### src/rtl/pwh_pkg.sv
package pwh_pkg;

   typedef enum logic [1:0] {
      ISSUE_IDLE   = 2'd0,
      ISSUE_DIRECT = 2'd1,
      ISSUE_REPLAY = 2'd2
   } issue_e;

endpackage

### src/rtl/pwh_stall_track.sv
module pwh_stall_track (
   input  logic clk,
   input  logic rst_n,
   input  logic stall_in,
   output logic stall_q,
   output logic stall_fall,
   output logic retry_clr
);

   always_ff @(posedge clk) begin
      if (!rst_n) begin
         stall_q   <= 1'b0;
         retry_clr <= 1'b0;
      end else begin
         stall_q   <= stall_in;
         retry_clr <= stall_fall;
      end
   end

   assign stall_fall = stall_q & ~stall_in;

endmodule

### src/rtl/pwh_hold_slot.sv
module pwh_hold_slot #(
   parameter int OFS_W  = 30,
   parameter int DATA_W = 32,
   parameter int MASK_W = 4
) (
   input  logic              clk,
   input  logic              rst_n,
   input  logic              capture,
   input  logic              release_i,
   input  logic [OFS_W-1:0]  in_ofs,
   input  logic [DATA_W-1:0] in_data,
   input  logic [MASK_W-1:0] in_mask,
   output logic              held,
   output logic [OFS_W-1:0]  s_ofs,
   output logic [DATA_W-1:0] s_data,
   output logic [MASK_W-1:0] s_mask
);

   always_ff @(posedge clk) begin
      if (!rst_n) begin
         held   <= 1'b0;
         s_ofs  <= '0;
         s_data <= '0;
         s_mask <= '0;
      end else begin
         if (capture) begin
            held   <= 1'b1;
            s_ofs  <= in_ofs;
            s_data <= in_data;
            s_mask <= in_mask;
         end else if (release_i) begin
            held <= 1'b0;
         end
      end
   end

endmodule

### src/rtl/pwh_addr_form.sv
module pwh_addr_form #(
   parameter int ADDR_W     = 32,
   parameter int BASE_SHIFT = 21,
   parameter int WORD_SHIFT = 2,
   parameter int JOIN_ADD   = 0,
   localparam int BASE_W    = ADDR_W - BASE_SHIFT,
   localparam int OFS_W     = ADDR_W - WORD_SHIFT
) (
   input  logic [BASE_W-1:0] base,
   input  logic [OFS_W-1:0]  ofs,
   output logic [ADDR_W-1:0] addr
);

   logic [ADDR_W-1:0] base_ext;
   logic [ADDR_W-1:0] ofs_ext;

   assign base_ext = {base, {BASE_SHIFT{1'b0}}};
   assign ofs_ext  = {ofs, {WORD_SHIFT{1'b0}}};

   generate
      if (JOIN_ADD != 0) begin : g_add
         assign addr = base_ext + ofs_ext;
      end else begin : g_or
         assign addr = base_ext | ofs_ext;
      end
   endgenerate

endmodule

### src/rtl/pwh_out_stage.sv
module pwh_out_stage #(
   parameter int ADDR_W = 32,
   parameter int DATA_W = 32,
   parameter int MASK_W = 4
) (
   input  logic              clk,
   input  logic              rst_n,
   input  logic              load,
   input  logic [ADDR_W-1:0] in_addr,
   input  logic [DATA_W-1:0] in_data,
   input  logic [MASK_W-1:0] in_mask,
   input  logic              ready,
   output logic              valid,
   output logic [ADDR_W-1:0] addr,
   output logic [DATA_W-1:0] data,
   output logic [MASK_W-1:0] mask
);

   always_ff @(posedge clk) begin
      if (!rst_n) begin
         valid <= 1'b0;
         addr  <= '0;
         data  <= '0;
         mask  <= '0;
      end else if (load) begin
         valid <= 1'b1;
         addr  <= in_addr;
         data  <= in_data;
         mask  <= in_mask;
      end else if (ready) begin
         valid <= 1'b0;
      end
   end

endmodule

### src/rtl/stall_posted_writer.sv
module stall_posted_writer #(
   parameter int ADDR_W     = 32,
   parameter int DATA_W     = 32,
   parameter int BASE_SHIFT = 21,
   parameter int JOIN_ADD   = 0,
   localparam int MASK_W     = DATA_W / 8,
   localparam int WORD_SHIFT = $clog2(MASK_W),
   localparam int BASE_W     = ADDR_W - BASE_SHIFT,
   localparam int OFS_W      = ADDR_W - WORD_SHIFT
) (
   input  logic              clk,
   input  logic              rst_n,
   input  logic [BASE_W-1:0] win_base,
   input  logic              cpu_wr_valid,
   input  logic [OFS_W-1:0]  cpu_wr_offset,
   input  logic [DATA_W-1:0] cpu_wr_data,
   input  logic [MASK_W-1:0] cpu_wr_mask,
   output logic              cpu_wait,
   input  logic              tgt_stall,
   output logic              retry_clr,
   output logic              m_valid,
   output logic [ADDR_W-1:0] m_addr,
   output logic [DATA_W-1:0] m_data,
   output logic [MASK_W-1:0] m_mask,
   input  logic              m_ready
);
   import pwh_pkg::*;

   generate
      if (DATA_W % 8 != 0 || DATA_W < 16) begin : g_bad_data
         $error("DATA_W must be a multiple of 8 and at least 16");
      end
      if (BASE_SHIFT <= WORD_SHIFT || BASE_SHIFT >= ADDR_W) begin : g_bad_shift
         $error("BASE_SHIFT must lie above the word shift and below ADDR_W");
      end
   endgenerate

   logic              stall_q;
   logic              stall_fall;
   logic              hold_flag;
   logic [OFS_W-1:0]  s_ofs;
   logic [DATA_W-1:0] s_data;
   logic [MASK_W-1:0] s_mask;
   logic              out_busy;
   logic              cpu_acc;
   logic              capture;
   logic              direct;
   logic              replay;
   issue_e            issue_sel;
   logic [OFS_W-1:0]  sel_ofs;
   logic [DATA_W-1:0] sel_data;
   logic [MASK_W-1:0] sel_mask;
   logic [ADDR_W-1:0] sel_addr;
   logic              load;

   pwh_stall_track u_track (
      .clk        (clk),
      .rst_n      (rst_n),
      .stall_in   (tgt_stall),
      .stall_q    (stall_q),
      .stall_fall (stall_fall),
      .retry_clr  (retry_clr)
   );

   assign out_busy = m_valid & ~m_ready;
   assign cpu_wait = hold_flag | out_busy;
   assign cpu_acc  = cpu_wr_valid & ~cpu_wait;
   assign capture  = cpu_acc & stall_q & tgt_stall;
   assign direct   = cpu_acc & ~(stall_q & tgt_stall);
   assign replay   = hold_flag & stall_fall;

   pwh_hold_slot #(
      .OFS_W  (OFS_W),
      .DATA_W (DATA_W),
      .MASK_W (MASK_W)
   ) u_slot (
      .clk       (clk),
      .rst_n     (rst_n),
      .capture   (capture),
      .release_i (replay),
      .in_ofs    (cpu_wr_offset),
      .in_data   (cpu_wr_data),
      .in_mask   (cpu_wr_mask),
      .held      (hold_flag),
      .s_ofs     (s_ofs),
      .s_data    (s_data),
      .s_mask    (s_mask)
   );

   always_comb begin
      if (replay)      issue_sel = ISSUE_REPLAY;
      else if (direct) issue_sel = ISSUE_DIRECT;
      else             issue_sel = ISSUE_IDLE;
   end

   always_comb begin
      unique case (issue_sel)
         ISSUE_REPLAY: begin
            sel_ofs  = s_ofs;
            sel_data = s_data;
            sel_mask = s_mask;
         end
         default: begin
            sel_ofs  = cpu_wr_offset;
            sel_data = cpu_wr_data;
            sel_mask = cpu_wr_mask;
         end
      endcase
   end

   assign load = (issue_sel != ISSUE_IDLE);

   pwh_addr_form #(
      .ADDR_W     (ADDR_W),
      .BASE_SHIFT (BASE_SHIFT),
      .WORD_SHIFT (WORD_SHIFT),
      .JOIN_ADD   (JOIN_ADD)
   ) u_addr (
      .base (win_base),
      .ofs  (sel_ofs),
      .addr (sel_addr)
   );

   pwh_out_stage #(
      .ADDR_W (ADDR_W),
      .DATA_W (DATA_W),
      .MASK_W (MASK_W)
   ) u_out (
      .clk     (clk),
      .rst_n   (rst_n),
      .load    (load),
      .in_addr (sel_addr),
      .in_data (sel_data),
      .in_mask (sel_mask),
      .ready   (m_ready),
      .valid   (m_valid),
      .addr    (m_addr),
      .data    (m_data),
      .mask    (m_mask)
   );

endmodule

### config.mk
export PLATFORM = sky130hd
export DESIGN_NAME = stall_posted_writer
export DESIGN_NICKNAME = d
export VERILOG_FILES = /design/src/rtl/pwh_pkg.sv /design/src/rtl/pwh_stall_track.sv /design/src/rtl/pwh_hold_slot.sv /design/src/rtl/pwh_addr_form.sv /design/src/rtl/pwh_out_stage.sv /design/src/rtl/stall_posted_writer.sv
export SDC_FILE = /design/constraint.sdc
export NUM_CORES = 1
export LEC_CHECK = 0
export BUFFER_PORTS_ARGS = -buffer_cell sky130_fd_sc_hd__buf_2
export CAP_MARGIN = 20
export CORE_MARGIN = 5
export CORE_UTILIZATION = 53
export CTS_CLUSTER_SIZE = 24
export DETAILED_ROUTE_END_ITERATION = 12
export PLACE_DENSITY = 0.8
export SKIP_CTS_REPAIR_TIMING = 1
export SLEW_MARGIN = 30
export SYNTH_ARGS = -nofsm -noshare
export SYNTH_HDL_FRONTEND = slang
export SYNTH_SLANG_ARGS = --single-unit
### constraint.sdc
create_clock -name clk -period 2 [get_ports clk]
set_clock_uncertainty 0.15 [all_clocks]
set_input_delay 0.1 -clock clk [delete_from_list [all_inputs] [get_ports clk]]
set_output_delay 0.1 -clock clk [all_outputs]
set_load 0.01 [all_outputs]
== Yosys cells after proc, flatten, opt, wreduce, memory -nomap -nowiden ==
Cells that the tools add are included.

* Register bits after elaboration: 138
* Bits of input ports: 82

* Eq/ne operators: 1
* Multiplexer cells: 9
* Bitwise logic cells: 14
* Reduce and logical (&&, ||, !) cells: 3

{| class="wikitable"
|+ Operators with widths
! operator !! number
|-
| 32-bit two-way mux || 1
|-
| 32-bit bitwise OR || 1
|-
| 30-bit two-way mux || 1
|-
| 1-bit bitwise AND || 8
|-
| 2-bit nonzero test || 3
|-
| 1-bit two-way mux || 5
|-
| 4-bit two-way mux || 1
|-
| 1-bit inverter || 4
|-
| 2-bit == test (second input constant) || 1
|-
| 2-bit two-way mux || 1
|-
| 1-bit bitwise OR || 1
|}

== Logic depth before layout (Yosys ltp) ==
* Depth after elaboration: 11
* Gate-level depth with buffers: 7
* Gate-level depth less buffers: 4

== By module ==
Synthesis repeated with hierarchy kept, for this count alone.

* Cell total of the unflattened synthesis: 557
* Area, all modules: 6457.4 um2

{| class="wikitable"
|+ By module, submodules not included
! module !! instances !! cells each !! area each (um2) !! seq. area each (um2)
|-
| pwh_out_stage || 1 || 222 || 2603.7 || 1381.3
|-
| pwh_hold_slot || 1 || 216 || 2561.2 || 1341.3
|-
| stall_posted_writer || 1 || 81 || 996.0 || 0.0
|-
| pwh_addr_form || 1 || 33 || 230.2 || 0.0
|-
| pwh_stall_track || 1 || 5 || 66.3 || 40.0
|}

== Least setup slack after synthesis ==
OpenSTA, ideal clock, no wires.

* Kind: register to register
* From: register u_out.valid
* To: register u_out.addr[26]
* Arrival: 1405 ps
* Data required time: 1734 ps
* Path slack: 329 ps
* Stages on the path, launching flop included: 8
* Buffers on the path: 3
* Clock period less this slack: 1671 ps
* Path through: dfxtp_1 and2b_1 o21ai_1 and2_1 buf_2 buf_4 buf_6 o211a_1

* Longest elaborated chain between the ends: 10

{| class="wikitable"
|+ RTL lines
! item !! line !! source
|-
| start, declared || pwh_out_stage.sv:13 || <nowiki>output logic valid,</nowiki>
|-
| start signal, assigned || pwh_out_stage.sv:21 || <nowiki>valid <= 1'b0;</nowiki>
|-
| start signal, assigned || pwh_out_stage.sv:26 || <nowiki>valid <= 1'b1;</nowiki>
|-
| start signal, assigned || pwh_out_stage.sv:31 || <nowiki>valid <= 1'b0;</nowiki>
|-
| 1-bit bitwise AND (*) || stall_posted_writer.sv:65 || <nowiki>assign out_busy = m_valid & ~m_ready;</nowiki>
|-
| 1-bit bitwise OR (*) || stall_posted_writer.sv:66 || <nowiki>assign cpu_wait = hold_flag | out_busy;</nowiki>
|-
| 1-bit inverter (*) || stall_posted_writer.sv:67 || <nowiki>assign cpu_acc = cpu_wr_valid & ~cpu_wait;</nowiki>
|-
| 1-bit bitwise AND (*) || stall_posted_writer.sv:67 ||
|-
| 1-bit bitwise AND (*) || stall_posted_writer.sv:69 || <nowiki>assign direct = cpu_acc & ~(stall_q & tgt_stall);</nowiki>
|-
| 1-bit two-way mux (*) || stall_posted_writer.sv:92 || <nowiki>else if (direct) issue_sel = ISSUE_DIRECT;</nowiki>
|-
| 2-bit two-way mux (*) || stall_posted_writer.sv:91 || <nowiki>if (replay) issue_sel = ISSUE_REPLAY;</nowiki>
|-
| 2-bit == test || stall_posted_writer.sv:97 || <nowiki>unique case (issue_sel)</nowiki>
|-
| 30-bit two-way mux || stall_posted_writer.sv:97 ||
|-
| 32-bit bitwise OR || pwh_addr_form.sv:24 || <nowiki>assign addr = base_ext | ofs_ext;</nowiki>
|-
| end signal, assigned || pwh_out_stage.sv:27 || <nowiki>addr <= in_addr;</nowiki>
|-
| end, declared || pwh_out_stage.sv:14 || <nowiki>output logic [ADDR_W-1:0] addr,</nowiki>
|}

Every way passes the cells marked *; elsewhere a longest branch is shown, timed or not.
A chain may end at the register's enable or synchronous reset.

== Final worst setup path ==
* From: register u_out.valid
* To: register u_slot.s_ofs[4]

* Longest elaborated chain between the ends: 6

{| class="wikitable"
|+ RTL lines
! item !! line !! source
|-
| 1-bit bitwise AND || stall_posted_writer.sv:65 ||
|-
| 1-bit bitwise OR || stall_posted_writer.sv:66 ||
|-
| 1-bit inverter || stall_posted_writer.sv:67 ||
|-
| 1-bit bitwise AND || stall_posted_writer.sv:67 ||
|-
| 1-bit bitwise AND (2 in series) || stall_posted_writer.sv:68 || <nowiki>assign capture = cpu_acc & stall_q & tgt_stall;</nowiki>
|-
| end signal, assigned || pwh_hold_slot.sv:28 || <nowiki>s_ofs <= in_ofs;</nowiki>
|-
| end, declared || pwh_hold_slot.sv:14 || <nowiki>output logic [OFS_W-1:0] s_ofs,</nowiki>
|}

No other way between the ends.

==> impl_metrics.tcl <==
set metrics [dict create \
    synth-seq-cells 136 \
    synth_cells 610 \
    placed_cells 854 \
    dp.final_hpwl_um 9770 \
    yosysTopAreaCell "dfxtp_1" \
    cp-end-kind "register" \
    core.rowCount 38 \
    area_growth_pct 38.8 \
    status "completed" \
    die_w_um 115 \
    fin_crit_ps 1800 \
    yosysSeqAreaShare_pct 46.7 \
    clock_path_buffers 2 \
    arrival_ps 2050 \
    post_drt_wl_per_cell_um 17.3 \
    finalNonFillerCells 968 \
    grt_use_total_pct 22.5 \
    core_um2 10800 \
    clk_pin_slew_ps 60 \
    num-nets-final 895 \
    place.gp.congestion 0.795 \
    critPathRequiredTime_ps 2250 \
    vias_per_cell 5.58 \
    mostFrequentLayoutCells "buf_2 (149), dfxtp_1 (136), nand2_1 (133), dlygate4sd3_1 (80)" \
    hold_ws_ps 6.63 \
    tightest_slew_ps 740 \
    grt_pass1_wl_um 23900 \
    fin_setup_tns_ps 0 \
    cp-start-kind "register" \
    vias 5398 \
    setup_slack_ps 200 \
    clk_latency_ps 520 \
    p_per_area_nw_per_um2 904 \
    cts_max_level 4 \
    design_area_um2 8090 \
    io_pins 153 \
    dieArea_um2 13200 \
    grt_max_degree 67 \
    cts_tree "done" \
    clock.fmax_ghz 0.555 \
    finalSetupViolCount 0 \
    overflow 0 \
    firstDrtPassIters 5 \
    root_buffer "clkbuf_8" \
    drtIter0Drc 433 \
    ant_nets 0 \
    place_area_um2 6630 \
    power_leakage_nw 4.35 \
    wl_um 16700 \
    cts.sinks 136 \
    post-route-period-util_pct 90.0 \
    hold_viol 0 \
    synth_cell_types 25 \
    detailedPlace.worstSlack_ps 201 \
    start_util_pct 54.0 \
    slew_violations 0 \
    antenna_found_initial 2 \
    setup.worst_path.class "register to register" \
    cap_violations 0 \
    worstPathMaxFanout 38 \
    ys_warn_count 0 \
    irDropWorstVdd_v 0.000627 \
    drive_above_1_share_pct 24.0 \
    drc 0 \
    grt_pass1_vias 4914 \
    numCtsBuffers 17 \
    portBuffers 150 \
    final_common_cell "buf_2" \
    dieHeight_um 115 \
    hold_class "primary input to register" \
    slew_headroom_pct 50.6 \
    synthTopCellsByArea "dfxtp_1 (47%), mux2i_1 (11%), o211a_1 (11%), nand2_1 (8.6%), nand3_1 (4.7%)" \
    rsz0062_at_grt "no" \
    synth_area_per_cell_um2 9.55 \
    netlist_area_um2 5830 \
    num-fill-cells 721 \
    synth_top_area_share_pct 46.7 \
]
## critical path: stages (launching register included)
cell and delay (ps):
dfxtp_1 310, and2b_1 240, or3_2 490, buf_4 280, nand2_1 120, a21boi_1 90
## where the power goes
part	total (mW)	switching, mW	internal (mW)	leakage [nW]
combinational	0.909	0.459	0.450	2.91
clock	3.45	1.12	2.33	0.319
sequential	2.96	0.0868	2.87	1.11
total	7.31	1.67	5.65	4.35
## cells by family after synthesis
kind of cell / Yosys count / synth area share [%]
buffers and inverters: 62 / 5.52
AOI/OAI and AO/OA: 136 / 20.3
muxes: 66 / 11.3
DFF: 136 / 46.7
and+or+nand+nor: 209 / 16.1
other: 1 / 0.0643
## Yosys cell counts
| library cell | n |
|---|---|
| o21ai_1 | 1 |
| nor3b_1 | 1 |
| or2_2 | 1 |
| and2_1 | 2 |
| nor3_2 | 1 |
| and2b_1 | 1 |
| mux2i_1 | 66 |
| o21a_1 | 1 |
| a21boi_1 | 33 |
| conb_1 | 1 |
| clkbuf_1 | 29 |
| buf_2 | 20 |
| buf_6 | 5 |
| nand2b_1 | 1 |
| nand2_1 | 134 |
| nand4b_1 | 11 |
| o211a_1 | 66 |
| o21ai_0 | 1 |
| inv_1 | 1 |
| dfxtp_1 | 136 |
| nand3b_1 | 1 |
| or3_1 | 1 |
| buf_4 | 7 |
| nand3_1 | 55 |
| a21boi_0 | 34 |
## routing by layer
metal / track usage [%] / part of all wire, %
met5: 0 / 0.078
met4: 10.9 / 2.9
met3: 7.05 / 6.3
met2: 37.0 / 51
met1: 26.7 / 40
## metrics by stage
stage | power, mW | utilization [%]
final | 7.31 | 74.9
after global placement | 3.74 | 61.5
after floorplan | 3.45 | -
after global routing | 7.57 | 74.9
after detailed placement | 3.77 | 61.5
after CTS | 7.20 | 67.5
## sequential cells by signal (all words and copies together), names as in the netlist
register           count
u_out.data            32
u_slot.s_data         32
u_out.addr            30
u_slot.s_ofs          30
u_out.mask             4
u_slot.s_mask          4
u_out.valid            1
u_slot.held            1
u_track.retry_clr      1
u_track.stall_q        1
## cell type report
type	count	area, µm²	share of cell area [%]
timing repair buffer	244	1720	21.3
multi-input combinational	413	2810	34.7
sequential	136	2720	33.7
inverter	1	3.75	0.0464
clock inverter	9	195	2.41
clock buffer	22	453	5.60
tap	140	175	2.17
antenna	3	7.51	0.0928
## final timing paths
kind	startpoint	endpoint	slack, ps	cells after the start
worst max-delay path	u_out.valid$_SDFFE_PN0P_	u_slot.s_ofs[4]$_SDFFE_PN0P_	200	5
worst min-delay path	m_ready	u_out.valid$_SDFFE_PN0P_	7	3
worst max register to register	u_out.valid$_SDFFE_PN0P_	u_slot.s_ofs[4]$_SDFFE_PN0P_	200	5
worst min register to register	u_slot.s_ofs[27]$_SDFFE_PN0P_	u_slot.s_ofs[27]$_SDFFE_PN0P_	300	2
No activity file was read; power rests on OpenSTA's default activity.
